<file path="src/rtl/tim_irq_status.sv">
module tim_irq_status #(
  parameter int NCH = 4,
  parameter int DW  = 16,
  localparam int CC_LSB = 1,
  localparam int TRG_BIT = 6,
  localparam int OC_LSB = 9,
  localparam int EN_W = NCH + 2
) (
  input  logic           clk,
  input  logic           rst_n,
  input  logic           wr_en,
  input  logic [DW-1:0]  wr_data,
  input  logic           rd_en,
  output logic [DW-1:0]  rd_data,
  input  logic           upd_ovf,
  input  logic           upd_sw,
  input  logic           upd_dis,
  input  logic           urs,
  input  logic           trg_rise,
  input  logic           trg_fall,
  input  logic           gated_mode,
  input  logic           center_mode,
  input  logic [NCH-1:0] ch_input,
  input  logic [NCH-1:0] cmp_match,
  input  logic [NCH-1:0] cap_evt,
  input  logic [NCH-1:0] ccr_rd,
  input  logic [EN_W-1:0] irq_en,
  output logic           irq
);

  logic           upd_q, trg_q;
  logic [NCH-1:0] cc_q, oc_q;
  logic [DW-1:0]  flags;
  logic [DW-1:0]  clr;

  assign clr = wr_en ? ~wr_data : '0;

  logic upd_set, trg_set;
  assign upd_set = !upd_dis && (upd_ovf || (upd_sw && !urs));
  assign trg_set = trg_rise || (gated_mode && trg_fall);

  always_ff @(posedge clk) begin
    if (!rst_n) begin
      upd_q <= 1'b0;
      trg_q <= 1'b0;
    end else begin
      upd_q <= upd_set || (upd_q && !clr[0]);
      trg_q <= trg_set || (trg_q && !clr[TRG_BIT]);
    end
  end

  for (genvar i = 0; i < NCH; i++) begin : g_ch
    logic cc_set, cc_clr, oc_set;
    assign cc_set = ch_input[i] ? cap_evt[i] : (cmp_match[i] && !center_mode);
    assign cc_clr = clr[CC_LSB+i] || (ch_input[i] && ccr_rd[i]);
    assign oc_set = ch_input[i] && cap_evt[i] && cc_q[i] && !ccr_rd[i];

    always_ff @(posedge clk) begin
      if (!rst_n) begin
        cc_q[i] <= 1'b0;
        oc_q[i] <= 1'b0;
      end else begin
        cc_q[i] <= cc_set || (cc_q[i] && !cc_clr);
        oc_q[i] <= oc_set || (oc_q[i] && !clr[OC_LSB+i]);
      end
    end

    assert_ovc_cause_R7: assert property (@(posedge clk) disable iff (!rst_n)
      (!oc_q[i] && !(ch_input[i] && cap_evt[i])) |=> !oc_q[i]);
    assert_center_quiet_R5: assert property (@(posedge clk) disable iff (!rst_n)
      (center_mode && !ch_input[i] && !cc_q[i]) |=> !cc_q[i]);
    assert_ccr_read_clear_R6: assert property (@(posedge clk) disable iff (!rst_n)
      (ch_input[i] && ccr_rd[i] && !cap_evt[i]) |=> !cc_q[i]);
  end

  always_comb begin
    flags = '0;
    flags[0] = upd_q;
    flags[TRG_BIT] = trg_q;
    flags[CC_LSB +: NCH] = cc_q;
    flags[OC_LSB +: NCH] = oc_q;
  end

  assign rd_data = rd_en ? flags : '0;

  always_ff @(posedge clk) begin
    if (!rst_n) irq <= 1'b0;
    else        irq <= |(irq_en & {trg_q, cc_q, upd_q});
  end

  assert_sw_clear_R3: assert property (@(posedge clk) disable iff (!rst_n)
    (wr_en && !wr_data[0] && !upd_ovf && !upd_sw) |=> !upd_q);
  assert_hold_on_one_R3: assert property (@(posedge clk) disable iff (!rst_n)
    (upd_q && !(wr_en && !wr_data[0])) |=> upd_q);
  assert_set_wins_R4: assert property (@(posedge clk) disable iff (!rst_n)
    (upd_ovf && !upd_dis) |=> upd_q);
  assert_upd_disabled_R9: assert property (@(posedge clk) disable iff (!rst_n)
    (upd_dis && !upd_q) |=> !upd_q);
  assert_trg_edge_R8: assert property (@(posedge clk) disable iff (!rst_n)
    (!trg_rise && !gated_mode && !trg_q) |=> !trg_q);
  assert_irq_masked_R10: assert property (@(posedge clk) disable iff (!rst_n)
    (irq_en == '0) |=> !irq);
  assert_reset_clear_R1: assert property (@(posedge clk)
    !rst_n |=> (!irq && flags == '0));

endmodule

</file>
<file path="config.mk">
export PLATFORM = sky130hd
export DESIGN_NAME = tim_irq_status
export DESIGN_NICKNAME = d
export VERILOG_FILES = /design/src/rtl/tim_irq_status.sv
export SDC_FILE = /design/constraint.sdc
export NUM_CORES = 1
export LEC_CHECK = 0
export ABC_AREA = 1
export BUFFER_PORTS_ARGS = -buffer_cell sky130_fd_sc_hd__buf_2
export CAP_MARGIN = 15
export CELL_PAD_IN_SITES_DETAIL_PLACEMENT = 1
export CELL_PAD_IN_SITES_GLOBAL_PLACEMENT = 2
export CORE_ASPECT_RATIO = 1.1
export CORE_MARGIN = 2
export CORE_UTILIZATION = 15
export DETAILED_ROUTE_END_ITERATION = 6
export PLACE_DENSITY = 0.91
export SYNTH_ARGS = -nofsm -noshare
export SYNTH_HDL_FRONTEND = slang
export SYNTH_SLANG_ARGS = --single-unit
</file>
<file path="constraint.sdc">
create_clock -name clk -period 0.8 [get_ports clk]
set_input_delay 0.04 -clock clk [delete_from_list [all_inputs] [get_ports clk]]
set_output_delay 0.04 -clock clk [all_outputs]
set_load 0.02 [all_outputs]
</file>
==> flow_summary.ini, run 1 <==
[clock_network]
tritoncts = yes
clock_tree.htree_level_count = 1
cts_num_sinks = 11
cts.reportedPaths.clkPinSlew_ns = 0.06
cts_buffer_depth = 2
insertion_delay_ns = 0.24
tritoncts.num_buffers = 3
cts_root_buf = sky130_fd_sc_hd__clkbuf_8

[run_status]
violations_in_the_final_reports = setup timing
run_status = finished with violations

[worst_setup_path]
timing.critical_path.slowest_stage_cell = sky130_fd_sc_hd__dfxtp_2
cp_max_fo = 3
timing.critical_path.slowest_cell_delay_ns = 0.33
setup.worst_path.start_class = flop
timing_worst_setup_path_type = reg2out
critical_path_arrival_ns = 0.81
worstPathCellList = nand2_1, inv_1, buf_6
timing.reg2reg.setup_slack_ns = -0.03
crit_path_end_kind = primary output
data_required_time_at_the_worst_endpoint_ns = 0.76

[global_routing]
grt_remaining_overflow = 0
grt_busiest_layer = met2
first_pass_grt_wire_length_um = 3700
grt_start_max_net_pins = 12
grt.total_usage = 0.0965
number_of_global_route_vias_before_repair = 867
antenna_found_initial = 0
grtUsageMet2 = 0.170
use_met1 = 0.111
grt_util_met3 = 0.0414

[sta]
fmaxAchievable_ghz = 1.18
final.setup.worst_slack_ns = -0.0482
grt_setup_unrepaired = yes
setup_viol = 11
skew_ns = 0.00681
hold-worst-slack_ns = 0.0554
final.period_utilization = 1.06
final-hold-violation-count = 0
maxSlewViolCount = 0
finalCriticalPeriod_ns = 0.848

[placed_design]
detailedPlacementHpwl_um = 1910
placement.io_buffers = 54
routabilityCongestion = 0.606

[yosys]
netlist_area_um2 = 693
syn-mean-instance-area_um2 = 5.68
ys_ff_latch = 11
ys_seq_area_frac = 0.318
post_synth_num_cell_types = 12
yosysWarningCount = 0
synthesis.instances = 122

[cells_and_area]
post_route_cells_drive_above_1_share = 0.454
regArea_um2 = 233
antenna-diode-count = 0
finish.utilization = 0.277
n_fill_cell = 586
multi_input_area_um2 = 370
nets = 236
layout-area-overhead-vs-synth_pct = 74.7

[floorplanning]
core_region_area_um2 = 4380
ioPinCount = 67
initial_standard_cell_utilization_of_the_core = 0.158
floorplan.die.width_um = 68.8
die-area_um2 = 5180
std_cell_rows = 25
die_boundary_height_um = 75.3

[routing]
drt_first_pass_iters = 3
post-route-drc-count = 0
via_per_inst = 3.85
dr_total_vias = 919
totalWireLength_um = 2450
final_antenna_net_count = 0
detailed_route_wire_length_per_cell_um = 10.2
drt_iter0_markers = 26

[power_and_ir_drop]
static-leakage-power_nw = 0.728
powerDensity_nw_per_um2 = 1330
power.ir.vdd_worst_mv = 0.748

[job]
maxCapViolCount = 0

[hold_path]
min_path_type = in2reg
[critical path, delay by kind of cell, from the launching register on]
family	cells	cell delay, ns
buffers and inverters	2	0.18
DFF	1	0.33
and+or+nand+nor	1	0.05
[repair_timing]
| action | CTS | global route |
|---|---|---|
| endpoints found under the setup margin | 10 | 15 |
| buffers inserted | 6 | 1 |
| hold buffers | 0 | 0 |
| pin swaps | 0 | 6 |
| hold endpoints to repair | 0 | 0 |
| gates resized for setup | 30 | 9 |
[per-stage QoR]
| step | area (µm²) | total power, mW | setup WS, ns | std cells | setup TNS [ns] |
|---|---|---|---|---|---|
| 2_1_floorplan | 712 | 0.809 | 0.142 | 127 | 0 |
| 3_3_place_gp | 1010 | 0.965 | 0.0894 | 228 | 0 |
| 3_5_place_dp | 1010 | 0.972 | 0.0457 | 228 | 0 |
| 4_1_cts | 1180 | 1.62 | -0.0688 | 238 | -0.516 |
| 5_1_grt | 1210 | 1.74 | -0.0993 | 239 | -1.09 |
| 6_report | 1210 | 1.61 | -0.0482 | 239 | -0.337 |
[final timing paths]
kind / from / endpoint / depth (start not counted)
worst min-delay path: upd_dis / upd_q / 4
worst max register to register: cc_q[2] / irq / 5
worst min register to register: flags[9] / flags[9] / 2
worst max-delay path: cc_q[2] / rd_data[3] / 3
[cell families (layout without fill, tap and decap cells)]
family,count (synthesis),after routing,synth area share
AOI/OAI and AO/OA,14,14,0.101
DFF,11,11,0.318
buffers and inverters,32,90,0.209
and+or+nand+nor,64,64,0.366
other,1,6,0.00541
[cells in the mapped netlist]
cell,count,area share
sky130_fd_sc_hd__a21oi_1,8,0.058
sky130_fd_sc_hd__buf_2,2,0.014
sky130_fd_sc_hd__buf_4,6,0.065
sky130_fd_sc_hd__conb_1,1,0.0054
sky130_fd_sc_hd__dfxtp_1,11,0.32
sky130_fd_sc_hd__inv_1,23,0.12
sky130_fd_sc_hd__inv_2,1,0.0054
sky130_fd_sc_hd__nand2_1,39,0.21
sky130_fd_sc_hd__nand3_1,3,0.022
sky130_fd_sc_hd__nand4_1,4,0.036
sky130_fd_sc_hd__nor2_1,18,0.097
sky130_fd_sc_hd__o21ai_0,6,0.043
[metal layers]
layer,vias to the layer above,wire [µm]
li1,479,-
met1,397,1010
met2,41,1170
met3,2,260
met4,0,7
met5,-,0
[area by class of cell]
class | instances | area share
Multi-Input combinational cell | 84 | 0.306
Clock buffer | 4 | 0.0372
Sequential cell | 11 | 0.192
Inverter | 24 | 0.0744
Timing Repair Buffer | 62 | 0.335
Tap cell | 54 | 0.0558
[layout by cell type, fill, tap and decap left out]
| cell | instances |
|---|---|
| sky130_fd_sc_hd__nor2_1 | 16 |
| sky130_fd_sc_hd__a21oi_1 | 7 |
| sky130_fd_sc_hd__inv_1 | 22 |
| sky130_fd_sc_hd__nand2_2 | 4 |
| sky130_fd_sc_hd__nand4_1 | 4 |
| sky130_fd_sc_hd__nand2_1 | 35 |
| sky130_fd_sc_hd__a21oi_2 | 1 |
| sky130_fd_sc_hd__dfxtp_2 | 10 |
| sky130_fd_sc_hd__nor2_2 | 1 |
| sky130_fd_sc_hd__o21ai_0 | 6 |
| sky130_fd_sc_hd__clkbuf_1 | 1 |
| sky130_fd_sc_hd__dfxtp_1 | 1 |
| sky130_fd_sc_hd__clkbuf_8 | 3 |
| sky130_fd_sc_hd__buf_6 | 10 |
| sky130_fd_sc_hd__nand3_1 | 3 |
| sky130_fd_sc_hd__buf_2 | 44 |
| sky130_fd_sc_hd__nor2_4 | 1 |
| sky130_fd_sc_hd__conb_1 | 6 |
| sky130_fd_sc_hd__inv_2 | 2 |
| sky130_fd_sc_hd__buf_4 | 7 |
| sky130_fd_sc_hd__buf_12 | 1 |
[flip-flops by register name (all words and copies together) (netlist names)]
signal and count:
flags 4, cc_q 4, trg_q 1, irq 1, upd_q 1
[power breakdown]
part / switching (mW) / internal [mW]
Combinational: 0.227 / 0.207
Clock: 0.217 / 0.350
Sequential: 0.0173 / 0.586
Total: 0.462 / 1.14
(Power assumes the default switching activity.)
==> inputs of run 2 (changes only) <==
- clock period: 0.8 -> 0.89 ns (I/O delays scaled with it)
==> run 2 against run 1 <==
- the flow now finishes without violations
- sequential power decreased by 10%
- total power decreased by 12%
- clock skew decreased by 0.0016 ns
- clock power decreased by 11%
- global-route usage increased by 0.39 points
- routed wire length decreased by 1.8%
- register-to-register slack improved by 0.10 ns
- flip-flop and latch count unchanged
- hold slack improved by 0.0086 ns
==> flow_summary.ini, run 2 (synthesis gave the netlist of run 1 again) <==
[sta]
skew_ns = 0.00524
final-hold-violation-count = 0
grt_setup_unrepaired = yes
fmaxAchievable_ghz = 1.16
finalCriticalPeriod_ns = 0.864
hold-worst-slack_ns = 0.0641
final.period_utilization = 0.971
setup_viol = 0
maxSlewViolCount = 0

[placed_design]
detailedPlacementHpwl_um = 1900
routabilityCongestion = 0.600
placement.io_buffers = 54

[floorplanning]
initial_standard_cell_utilization_of_the_core = 0.158
die-area_um2 = 5180
std_cell_rows = 25
core_region_area_um2 = 4380
floorplan.die.width_um = 68.8
ioPinCount = 67
die_boundary_height_um = 75.3

[worst_setup_path]
timing.reg2reg.setup_slack_ns = 0.07
timing.critical_path.from = cc_q[0]
setup.worst_path.start_class = flop
timing.critical_path.slowest_cell_delay_ns = 0.35
worstPathCellList = nand2_1, inv_1, buf_6
crit_path_end_kind = primary output
r2r_start = cc_q[1]
critPathBufInv = 2
crit_family = flip-flops
timing_worst_setup_path_type = reg2out
data_required_time_at_the_worst_endpoint_ns = 0.85
timing.critical_path.slowest_stage_cell = sky130_fd_sc_hd__dfxtp_2
cp_max_fo = 4
critical_path_arrival_ns = 0.82

[routing]
totalWireLength_um = 2400
dr_total_vias = 910
post-route-drc-count = 0
detailed_route_wire_length_per_cell_um = 10.2
via_per_inst = 3.86
drt_first_pass_iters = 4
final_antenna_net_count = 0
drt_iter0_markers = 16

[run_status]
run_status = finished, final reports clean

[cells_and_area]
finish.utilization = 0.262
post_route_cells_drive_above_1_share = 0.423
mostFrequentLayoutCell = sky130_fd_sc_hd__buf_2
final_cell_mix = sky130_fd_sc_hd__buf_2 (44), sky130_fd_sc_hd__nand2_1 (37), sky130_fd_sc_hd__inv_1 (21)
nets = 233
antenna-diode-count = 0
layout-area-overhead-vs-synth_pct = 65.5

[global_routing]
grt_remaining_overflow = 0
grt_start_max_net_pins = 12
number_of_global_route_vias_before_repair = 844
first_pass_grt_wire_length_um = 3740
antenna_found_initial = 0
grt.total_usage = 0.100

[clock_network]
clock_tree.htree_level_count = 1
cts_buffer_depth = 2
tritoncts.num_buffers = 3
cts_num_sinks = 11
tritoncts = yes
cts.reportedPaths.clkPinSlew_ns = 0.05
insertion_delay_ns = 0.24
cts_root_buf = sky130_fd_sc_hd__clkbuf_8

[power_and_ir_drop]
powerDensity_nw_per_um2 = 1230
totalPowerFinal_mw = 1.41
static-leakage-power_nw = 0.701
power.ir.vdd_worst_mv = 0.454

[hold_path]
min_path_type = in2reg
min_from = upd_dis

[job]
maxCapViolCount = 0
## run 2: layout make-up
| type | count | area, µm² |
|---|---|---|
| Tap cell | 54 | 67.6 |
| Multi-Input combinational cell | 84 | 354 |
| Timing Repair Buffer | 59 | 359 |
| Sequential cell | 11 | 231 |
| Fill cell | 599 | 3230 |
| Inverter | 24 | 90.1 |
| Clock buffer | 4 | 45.0 |
## run 2: power breakdown
part           switching, mW  leakage [nW]  internal, mW
Clock                  0.193        0.0228         0.315
Sequential            0.0162        0.0937         0.527
Combinational          0.192         0.585         0.163
Total                  0.401         0.701          1.00
## run 2: metrics by stage
step                      TNS [ns]  std cells  worst slack (ns)  cell area [µm²]
after floorplan                  0        127             0.232              712
after global routing       -0.0757        236           -0.0424             1150
after detailed placement         0        228             0.152             1000
after global placement           0        228             0.173             1000
final                            0        236            0.0256             1150
after CTS                        0        235           0.00289             1090
## run 2: worst register-to-register path: stages (launching register included)
cell                      delay, ns
sky130_fd_sc_hd__dfxtp_2       0.32
sky130_fd_sc_hd__buf_4         0.13
sky130_fd_sc_hd__nand2_1       0.07
sky130_fd_sc_hd__nand2_2       0.06
sky130_fd_sc_hd__nor2_2        0.07
sky130_fd_sc_hd__a21oi_1       0.06
## run 2: path summary, 6_finish.rpt
check,endpoint,cells past startpoint
worst max-delay path,rd_data[1],3
worst min-delay path,upd_q,4
worst max register to register,irq,5
worst min register to register,flags[12],2
## run 2: layer usage
layer / wire (µm) / track usage / vias to the layer above
met2: 1200 / 0.178 / 42
met4: 0 / 0.0261 / 0
met5: 0 / 0 / -
met3: 237 / 0.0414 / 0
met1: 967 / 0.110 / 397
li1: - / - / 471
## run 2: repair_timing
action                     in CTS  in global routing
resized for setup              10                 21
hold buffers                    0                  0
gates cloned                    0                  0
buffers inserted                3                  1
setup endpoints to repair       6                 10
==> inputs of run 3 (changes only) <==
- ABC_AREA: 1 -> 0
- CAP_MARGIN: 15 -> 20
- PLACE_DENSITY: 0.91 -> 0.9
==> run 3 against run 2 <==
- first-iteration DRC count decreased by 44%
- hold slack improved by 0.016 ns
- non-clock buffer count unchanged
- clock skew decreased by 0.0040 ns
- cell count decreased by 21%
- synthesized cell count decreased by 39%
- design area decreased by 5.2%
- sequential power about the same
- critical path depth decreased by 1
- largest power group unchanged
- via count decreased by 17%
- critical endpoint unchanged
- routed wire length decreased by 7.2%
==> flow_summary.ini, run 3 <==
[cells_and_area]
multi_input_area_um2 = 367
stdcell_area_um2 = 1090
antenna-diode-count = 0
regArea_um2 = 233
n_fill_cell = 493
nets = 186
final_cell_mix = sky130_fd_sc_hd__buf_2 (44), sky130_fd_sc_hd__a21oi_1 (14), sky130_fd_sc_hd__and2_4 (10), sky130_fd_sc_hd__dfxtp_2 (10), sky130_fd_sc_hd__buf_6 (10)
mostFrequentLayoutCell = sky130_fd_sc_hd__buf_2
layout-area-overhead-vs-synth_pct = 81.0
post_route_cells_drive_above_1_share = 0.615

[global_routing]
grt_remaining_overflow = 0
first_pass_grt_wire_length_um = 3570
grt.total_usage = 0.103
number_of_global_route_vias_before_repair = 814
antenna_found_initial = 0
grt_start_max_net_pins = 12

[yosys]
post_synth_num_cell_types = 18
netlist_area_um2 = 601
synth_top_area_cell = sky130_fd_sc_hd__dfxtp_1
synthAdderAreaFrac = 0
synth_top_family_by_area = compound AO/OA/AOI/OAI gates
synthMostInstantiatedCell = sky130_fd_sc_hd__a21oi_1
largest_cells_by_area_after_synthesis = sky130_fd_sc_hd__dfxtp_1 (37%), sky130_fd_sc_hd__a21oi_1 (12%), sky130_fd_sc_hd__and2_1 (10%)
synth_commonest_cells = sky130_fd_sc_hd__a21oi_1 (14), sky130_fd_sc_hd__dfxtp_1 (11), sky130_fd_sc_hd__and2_1 (10)
synth-compound-area-share = 0.290
synth_top_area_share = 0.367
synth-edff-count = 0
ys_seq_area_frac = 0.367
synth_mux_area_frac = 0
synthXorXnorAreaFrac = 0
syn-mean-instance-area_um2 = 8.12
synthFlopType = sky130_fd_sc_hd__dfxtp_1
ys_ff_latch = 11
yosysWarningCount = 0
async_s_r_ff_share_synth = 0
synthesis.instances = 74
simple_gate_share_of_the_synthesized_area = 0.242

[placed_design]
place_area_um2 = 912
placement.io_buffers = 54
detailedPlacementHpwl_um = 1740
routabilityCongestion = 0.618

[run_status]
run_status = finished, final reports clean

[power_and_ir_drop]
internal_power_mw = 1.02
powerDensity_nw_per_um2 = 1270
power.clock.fraction = 0.365
p_sw_mw = 0.365
p_sw_frac = 0.265
power_frac_comb = 0.241
power.ir.vdd_worst_mv = 0.342
totalPowerFinal_mw = 1.38
static-leakage-power_nw = 0.509
sequential_power_share = 0.394

[sta]
fmaxAchievable_ghz = 1.14
maxSlewViolCount = 0
hold-worst-slack_ns = 0.0799
skew_ns = 0.00127
final.period_utilization = 0.987
setup_viol = 0
finalCriticalPeriod_ns = 0.878
grt_setup_unrepaired = yes
final-hold-violation-count = 0

[routing]
dr_total_vias = 753
detailed_route_wire_length_per_cell_um = 11.9
via_per_inst = 4.03
post-route-drc-count = 0
drt_iter0_markers = 9
totalWireLength_um = 2230
final_antenna_net_count = 0
drt_first_pass_iters = 4

[clock_network]
tritoncts = yes
cts.reportedPaths.clkPinSlew_ns = 0.05
insertion_delay_ns = 0.23
cts_buffer_depth = 2
cts_hold_buffers = 0
tritoncts.num_buffers = 3
clock_tree.htree_level_count = 1
cts_root_buf = sky130_fd_sc_hd__clkbuf_8
cts_num_sinks = 11

[floorplanning]
die_boundary_height_um = 70.4
core_region_area_um2 = 3900
floorplan.die.width_um = 64.3
ioPinCount = 67
die-area_um2 = 4530
std_cell_rows = 24
initial_standard_cell_utilization_of_the_core = 0.154

[worst_setup_path]
critical_path_arrival_ns = 0.83
timing_worst_setup_path_type = reg2out
cp_max_fo = 3
data_required_time_at_the_worst_endpoint_ns = 0.85
crit_path_end_kind = primary output
setup.worst_path.start_class = flop

[job]
maxCapViolCount = 0

[hold_path]
min_path_type = in2reg
run 3: cell types whose count changed after synthesis, sizes merged, moves of 3 or more:
cell,change
o211ai,+4
nand3,-3
a22oi,+4
nand4,-4
a21oi,+6
nand4b,+4
nand2,-35
nor3b,+3
and2,+10
inv,-22
nor2,-17
run 3: timing repair:
item / in CTS / in global routing
buffers inserted: 3 / 1
setup endpoints to repair: 7 / 10
gates resized for setup: 21 / 19
run 3: metrics by stage:
step	std cells	setup WS [ns]	util	setup TNS, ns
final	187	0.0115	0.279	0
after global routing	187	-0.0195	0.279	-0.0668
after CTS	186	-0.00694	0.264	-0.00889
after detailed placement	179	0.0923	0.234	0
after global placement	179	0.103	0.234	0
after floorplan	79	0.218	-	0
run 3: cell type report:
type                    count  share of cell area
multi-input cells          59               0.337
clock buffers               4              0.0414
well taps                  52              0.0598
inverters                   2             0.00690
flip-flops and latches     11               0.214
repair buffers             59               0.341
run 3: power groups by stage:
stage                     logic [mW]  registers (mW)  clock network (mW)
after global routing           0.372           0.547               0.559
after detailed placement       0.279           0.554                   0
after global placement         0.276           0.552                   0
final                          0.333           0.544               0.504
after floorplan                0.142           0.553                   0
after CTS                      0.321           0.543               0.527
run 3: metal layers:
metal / wire (µm) / track usage / share of wire / up-vias
li1: - / - / - / 379
met1: 853 / 0.106 / 0.38 / 347
met2: 1250 / 0.196 / 0.56 / 25
met3: 122 / 0.0274 / 0.055 / 2
met4: 8 / 0.0355 / 0.0036 / 0
met5: 0 / 0 / 0 / -
run 3: cells by family after synthesis:
group,Yosys count
other cells,1
compound gates,30
simple gates,23
buf+inv,9
flops,11
run 3: critical path, stage by stage, from the launching register on:
cell and delay, ns:
sky130_fd_sc_hd__dfxtp_2 0.33, sky130_fd_sc_hd__and2_4 0.15, sky130_fd_sc_hd__buf_6 0.12
run 3: path summary, 6_finish.rpt:
check	depth (start not counted)	slack, ns	start	end
hold reg to reg	2	0.48	flags[9]	flags[9]
setup reg to reg	3	0.07	cc_q[1]	irq
hold / removal	3	0.08	trg_rise	trg_q
setup / recovery	2	0.01	cc_q[0]	rd_data[1]
